## src/rtl/am_sched_pkg.sv

```systemverilog
package am_sched_pkg;

    typedef enum logic [2:0] {
        LM_25G  = 3'd0,
        LM_50G  = 3'd1,
        LM_100G = 3'd2,
        LM_WIDE = 3'd3,
        LM_FC32 = 3'd4,
        LM_FC64 = 3'd5,
        LM_RSV6 = 3'd6,
        LM_RSV7 = 3'd7
    } lane_mode_e;

    localparam int unsigned PW_W  = 3;
    localparam int unsigned PER_W = 32;

    // Timing chosen for the active mode
    typedef struct packed {
        logic [PER_W-1:0] period;
        logic [PW_W-1:0]  width;
    } am_cfg_t;

    function automatic logic [PW_W-1:0] pulse_width(lane_mode_e m);
        logic [PW_W-1:0] w;
        case (m)
            LM_25G:  w = 3'd4;
            LM_50G:  w = 3'd2;
            LM_WIDE: w = 3'd2;
            LM_FC32: w = 3'd1;
            LM_FC64: w = 3'd2;
            default: w = 3'd5;
        endcase
        return w;
    endfunction

    function automatic int unsigned max2(int unsigned a, int unsigned b);
        return (a > b) ? a : b;
    endfunction

endpackage

```

## src/rtl/am_mode_latch.sv

```systemverilog
module am_mode_latch
    import am_sched_pkg::*;
#(
    parameter int unsigned PERIOD_M0 = 81920,
    parameter int unsigned PERIOD_M1 = 81920,
    parameter int unsigned PERIOD_M2 = 81920,
    parameter int unsigned PERIOD_M3 = 81920,
    parameter int unsigned PERIOD_M4 = 81920,
    parameter int unsigned PERIOD_M5 = 81920
) (
    input  logic       clk_i,
    input  logic       rst_i,
    input  logic       start_i,
    input  logic [2:0] mode_i,
    output am_cfg_t    cfg_o
);

    lane_mode_e mode_q;

    // Capture the mode only while the scheduler is idle
    always_ff @(posedge clk_i) begin
        if (rst_i) begin
            mode_q <= LM_100G;
        end else if (!start_i) begin
            mode_q <= lane_mode_e'(mode_i);
        end
    end

    always_comb begin
        cfg_o.width = pulse_width(mode_q);
        case (mode_q)
            LM_25G:  cfg_o.period = PER_W'(PERIOD_M0);
            LM_50G:  cfg_o.period = PER_W'(PERIOD_M1);
            LM_WIDE: cfg_o.period = PER_W'(PERIOD_M3);
            LM_FC32: cfg_o.period = PER_W'(PERIOD_M4);
            LM_FC64: cfg_o.period = PER_W'(PERIOD_M5);
            default: cfg_o.period = PER_W'(PERIOD_M2);
        endcase
    end

endmodule

```

## src/rtl/am_period_timer.sv

```systemverilog
module am_period_timer
    import am_sched_pkg::*;
#(
    parameter int unsigned CNT_W = 17
) (
    input  logic    clk_i,
    input  logic    rst_i,
    input  logic    start_i,
    input  am_cfg_t cfg_i,
    output logic    run_o,
    output logic    am_o,
    output logic    ack_o
);

    logic             run_q;
    logic [CNT_W-1:0] cnt_q;
    logic [1:0]       done_q;
    logic [PER_W-1:0] cnt_ext;
    logic             wrap;
    logic             pulse_last;

    assign cnt_ext    = PER_W'(cnt_q);
    assign wrap       = (cnt_ext == (cfg_i.period - 1));
    assign pulse_last = (cnt_ext == PER_W'(cfg_i.width - 3'd1));

    always_ff @(posedge clk_i) begin
        if (rst_i || !start_i) begin
            run_q  <= 1'b0;
            cnt_q  <= '0;
            done_q <= 2'd0;
        end else if (!run_q) begin
            run_q  <= 1'b1;
            cnt_q  <= '0;
        end else begin
            cnt_q <= wrap ? '0 : cnt_q + 1'b1;
            if (pulse_last && done_q != 2'd2) begin
                done_q <= done_q + 2'd1;
            end
        end
    end

    assign run_o = run_q;
    assign am_o  = run_q && (cnt_ext < PER_W'(cfg_i.width));
    assign ack_o = (done_q == 2'd2);

endmodule

```

## src/rtl/am_valid_gate.sv

```systemverilog
module am_valid_gate (
    input  logic run_i,
    input  logic am_i,
    input  logic cadence_i,
    output logic valid_o
);

    assign valid_o = run_i && cadence_i && !am_i;

endmodule

```

## src/rtl/am_pulse_sched.sv

```systemverilog
module am_pulse_sched
    import am_sched_pkg::*;
#(
    parameter int unsigned PERIOD_M0 = 81920,
    parameter int unsigned PERIOD_M1 = 81920,
    parameter int unsigned PERIOD_M2 = 81920,
    parameter int unsigned PERIOD_M3 = 81920,
    parameter int unsigned PERIOD_M4 = 81920,
    parameter int unsigned PERIOD_M5 = 81920
) (
    input  logic       clk_i,
    input  logic       rst_i,
    input  logic       start_i,
    input  logic [2:0] mode_i,
    input  logic       cadence_i,
    output logic       am_pulse_o,
    output logic       tx_valid_o,
    output logic       am_ack_o
);

    localparam int unsigned MAX_P = max2(max2(max2(PERIOD_M0, PERIOD_M1), max2(PERIOD_M2, PERIOD_M3)),
                                         max2(PERIOD_M4, PERIOD_M5));
    localparam int unsigned CNT_W = max2($clog2(MAX_P), 3);

    am_cfg_t cfg;
    logic    running;
    logic    am;

    am_mode_latch #(
        .PERIOD_M0(PERIOD_M0), .PERIOD_M1(PERIOD_M1), .PERIOD_M2(PERIOD_M2),
        .PERIOD_M3(PERIOD_M3), .PERIOD_M4(PERIOD_M4), .PERIOD_M5(PERIOD_M5)
    ) u_mode (
        .clk_i   (clk_i),
        .rst_i   (rst_i),
        .start_i (start_i),
        .mode_i  (mode_i),
        .cfg_o   (cfg)
    );

    am_period_timer #(.CNT_W(CNT_W)) u_timer (
        .clk_i   (clk_i),
        .rst_i   (rst_i),
        .start_i (start_i),
        .cfg_i   (cfg),
        .run_o   (running),
        .am_o    (am),
        .ack_o   (am_ack_o)
    );

    am_valid_gate u_gate (
        .run_i     (running),
        .am_i      (am),
        .cadence_i (cadence_i),
        .valid_o   (tx_valid_o)
    );

    assign am_pulse_o = am;

endmodule

```

## config.mk

```make
export PLATFORM = sky130hd
export DESIGN_NAME = am_pulse_sched
export DESIGN_NICKNAME = d
export VERILOG_FILES = /design/src/rtl/am_sched_pkg.sv /design/src/rtl/am_mode_latch.sv /design/src/rtl/am_period_timer.sv /design/src/rtl/am_valid_gate.sv /design/src/rtl/am_pulse_sched.sv
export SDC_FILE = /design/constraint.sdc
export NUM_CORES = 1
export LEC_CHECK = 0
export ABC_CLOCK_PERIOD_IN_PS = 2000
export CORE_MARGIN = 3
export CORE_UTILIZATION = 55
export CTS_CLUSTER_DIAMETER = 120
export DETAILED_ROUTE_END_ITERATION = 10
export GPL_TIMING_DRIVEN = 1
export MAX_ROUTING_LAYER = met4
export PLACE_DENSITY = 0.76
export SKIP_LAST_GASP = 1
export SLEW_MARGIN = 15
export SYNTH_ARGS = -nofsm -noshare
export SYNTH_HDL_FRONTEND = slang
export SYNTH_HIERARCHICAL = 1
export SYNTH_SLANG_ARGS = --single-unit
```

## constraint.sdc

```tcl
create_clock -name clk_i -period 2 [get_ports clk_i]
set_input_delay 0.3 -clock clk_i [delete_from_list [all_inputs] [get_ports clk_i]]
set_output_delay 0.3 -clock clk_i [all_outputs]
set_load 0.01 [all_outputs]
```

==> impl_metrics.py <==
metrics = {
    "power_and_ir_drop": {
        "p_per_area_mw_per_mm2": 345,
        "leakage_nw": 1.14,
        "vdd_drop_max_v": 0.000347,
        "finalPower_uw": 967,
    },
    "setup_path": {
        "worstSetupEndpointType": "output port",
        "rr_worst_depth": 9,
        "crit_slowest_cell": "dfxtp_2",
        "slowest_delay_ns": 0.33,
        "worstPathArrival_ns": 1.80,
        "crit_chain": "inv_2 -> maj3_2 -> ha_1 -> nor2b_4 -> o21a_1 -> nor3_2 -> and3b_1 -> buf_2",
        "crit_type": "reg2out",
        "worst_ep_required_time_ns": 1.70,
        "cp_max_fo": 3,
        "start_kind": "register",
    },
    "floorplan": {
        "initial_core_util": 0.596,
        "fp.dieW_um": 70.4,
        "io_pins": 10,
        "fp.dieH_um": 70.4,
        "row_count": 22,
        "dieArea_mm2": 0.00496,
        "core-area_mm2": 0.00383,
    },
    "cts": {
        "cts-root-buf": "clkbuf_8",
        "htreeDepth": 1,
        "clkSlewWorstSetupHoldPaths_ns": 0.07,
        "clock-sinks": 23,
        "clockBufferDepth": 2,
        "cts_tree": "done",
        "cts_buffers": 3,
        "clock_latency_ns": 0.26,
        "hold_buffers": 0,
    },
    "synth": {
        "async_flop_share": 0,
        "synth_seq_cells": 23,
        "synth_area_leader_cell": "dfxtp_1",
        "synthSimpleGateAreaFrac": 0.322,
        "syn_inst": 286,
        "synth_top_area_frac": 0.202,
        "muxShareOfSynthArea": 0.0181,
        "synthFlopType": "dfxtp_1",
        "synth-edff-count": 0,
        "syn_avg_cell_area_um2": 7.98,
        "yosysWarnings": 6,
        "synth_top_family_by_area": "simple AND/OR/NAND/NOR gates",
        "synth_cell_types": 54,
        "synth-compound-area-share": 0.104,
        "synthAdderAreaFrac": 0.0433,
        "yosys.area_share.xor_xnor": 0.165,
        "syn_area_mm2": 0.00228,
        "ys_seq_area_frac": 0.202,
        "ys_top_cells_by_area": "dfxtp_1 (20%), buf_4 (11%), xnor2_1 (8.4%)",
    },
    "grt": {
        "grt_pass1_wl_um": 8810,
        "grt_pass1_vias": 1981,
        "grt-ovfl-total": 0,
        "grt_max_degree": 16,
        "track_usage": 0.227,
        "antenna_found_initial": 0,
    },
    "timing": {
        "final.period_utilization": 1.05,
        "min_period_ns": 2.10,
        "setup_slack_ns": -0.0972,
        "setup_violations": 4,
        "hold_viol": 0,
        "timing.fmax_ghz": 0.477,
        "tns_ns": -0.167,
        "rsz0062_at_grt": "true",
        "clock_skew_ns": 0.00150,
        "maxSlewViolCount": 0,
    },
    "placed_design": {
        "dp_hpwl_um": 3850,
        "dp.cells": 360,
        "port_buffers": 9,
        "place_congestion": 0.878,
    },
    "routing": {
        "drt_pass1_iterations": 4,
        "via_per_inst": 5.44,
        "postRouteAntennaNets": 0,
        "route.detailed.drc": 0,
        "routed_wl_um": 5190,
        "wl_per_cell_um": 13.9,
        "drt_first_iter_violations": 66,
        "num_vias": 2030,
    },
    "worst_hold_path": {
        "hold_class": "reg2reg",
        "holdPathStages": 2,
    },
    "outcome": {
        "status": "complete, but fails checks",
        "failed_checks": "negative setup slack",
    },
    "final_layout": {
        "drive_above_1_share": 0.302,
        "area_growth_pct": 22.8,
        "final_core_util": 0.732,
        "nNetsFinal": 340,
        "finalNonFillerCells": 373,
        "antenna_cells": 0,
    },
    "run": {
        "drv_cap": 0,
    },
}
-- report_power, final --
| part | internal [mW] | switching (mW) | leakage (nW) |
|---|---|---|---|
| combinational | 0.100 | 0.127 | 0.923 |
| clock | 0.142 | 0.136 | 0.0228 |
| sequential | 0.456 | 0.00563 | 0.193 |
-- sequential cells by signal, summed over array words and instances, names as in the netlist --
name and flops:
u_mode/mode_q 3, u_timer/done_q 2, u_timer/run_o 1, u_timer/cnt_q 17
-- cells in the final DEF, fill, tap and decap left out, drive strengths merged, types with 7 or more instances in the layout --
cell           instances
dfxtp                 23
inv                   13
nor4                  10
conb                  32
buf                   37
clkdlybuf4s50          7
xnor2                 22
xor2                  21
nand3                 13
nand4                  7
nand2                 13
nor3                  28
nor2                  18
a21oi                  8
ha                     7
o21ai                  8
-- cell type report --
cell class                 instances  area, um^2
multi-input combinational        241        1790
fill                             293        1020
sequential                        23         492
timing repair buffer              44         370
tap                               48        60.1
inverter                          13        48.8
clock buffer                       4        45.0
-- Yosys cell counts, types with 2 or more instances --
library cell / number
a211oi_1: 3
inv_1: 13
o21a_1: 2
mux2i_1: 3
ha_1: 7
nor4_1: 9
xor2_1: 21
nand3_1: 12
nand2b_1: 2
buf_4: 32
xnor2_1: 22
or3_1: 5
nor2_1: 18
a21oi_1: 8
nand2_1: 13
buf_2: 2
dfxtp_1: 23
nor3_1: 20
nand4_1: 7
o21ai_0: 8
a31oi_1: 3
nor2b_1: 3
clkbuf_1: 4
nor3_2: 8
or4_1: 2
nor4b_1: 3
and3_1: 5
conb_1: 2
-- timing repair --
action / CTS / global route
buffers inserted: 8 / 2
cloned: 2 / 0
gates resized for setup: 38 / 24
pin swaps: 18 / 20
setup endpoints to repair: 21 / 21
-- worst max-delay path, delay by kind of cell, from the launching register on --
kind | cells | cell delay (ns)
fa+ha+maj | 2 | 0.57
buf+inv | 2 | 0.16
compound gates | 1 | 0.13
flops | 1 | 0.33
simple gates | 3 | 0.33
-- routing by layer --
layer	vias to the layer above	global-route usage	routed length, um
li1	1039	-	-
met1	962	0.284	2340
met2	23	0.383	2660
met3	6	0.0230	117
met4	0	0.0702	77
met5	-	-	0
-- through the flow --
| stage | hold WS, ns | instance area, um^2 | setup WS, ns |
|---|---|---|---|
| floorplan | 0.372 | 2430 | -0.0286 |
| global placement | 0.481 | 2500 | -0.229 |
| finish | 0.497 | 2800 | -0.0972 |
| CTS | 0.504 | 2760 | -0.177 |
| global route | 0.535 | 2800 | -0.195 |
| detailed placement | 0.485 | 2500 | -0.282 |
-- worst paths after layout --
path	endpoint	slack, ns	from
worst min register to register	u_mode/mode_q[0]$_SDFFE_PP0N_	0.50	u_mode/mode_q[0]$_SDFFE_PP0N_
worst max register to register	u_timer/done_q[1]$_SDFFE_PN0P_	-0.05	u_mode/mode_q[0]$_SDFFE_PP0N_
worst min-delay path	u_mode/mode_q[0]$_SDFFE_PP0N_	0.50	u_mode/mode_q[0]$_SDFFE_PP0N_
worst max-delay path	tx_valid_o	-0.1	u_mode/mode_q[0]$_SDFFE_PP0N_
-- cells by family (layout without fill, tap and decap cells) --
family          Yosys count  count (layout)
compound gates           35              35
xor+xnor                 43              43
fa+ha+maj                 8               8
buf+inv                  52              61
flops                    23              23
mux                       4               4
other cells               2              32
simple gates            119             119
(Power assumes the default switching activity.)
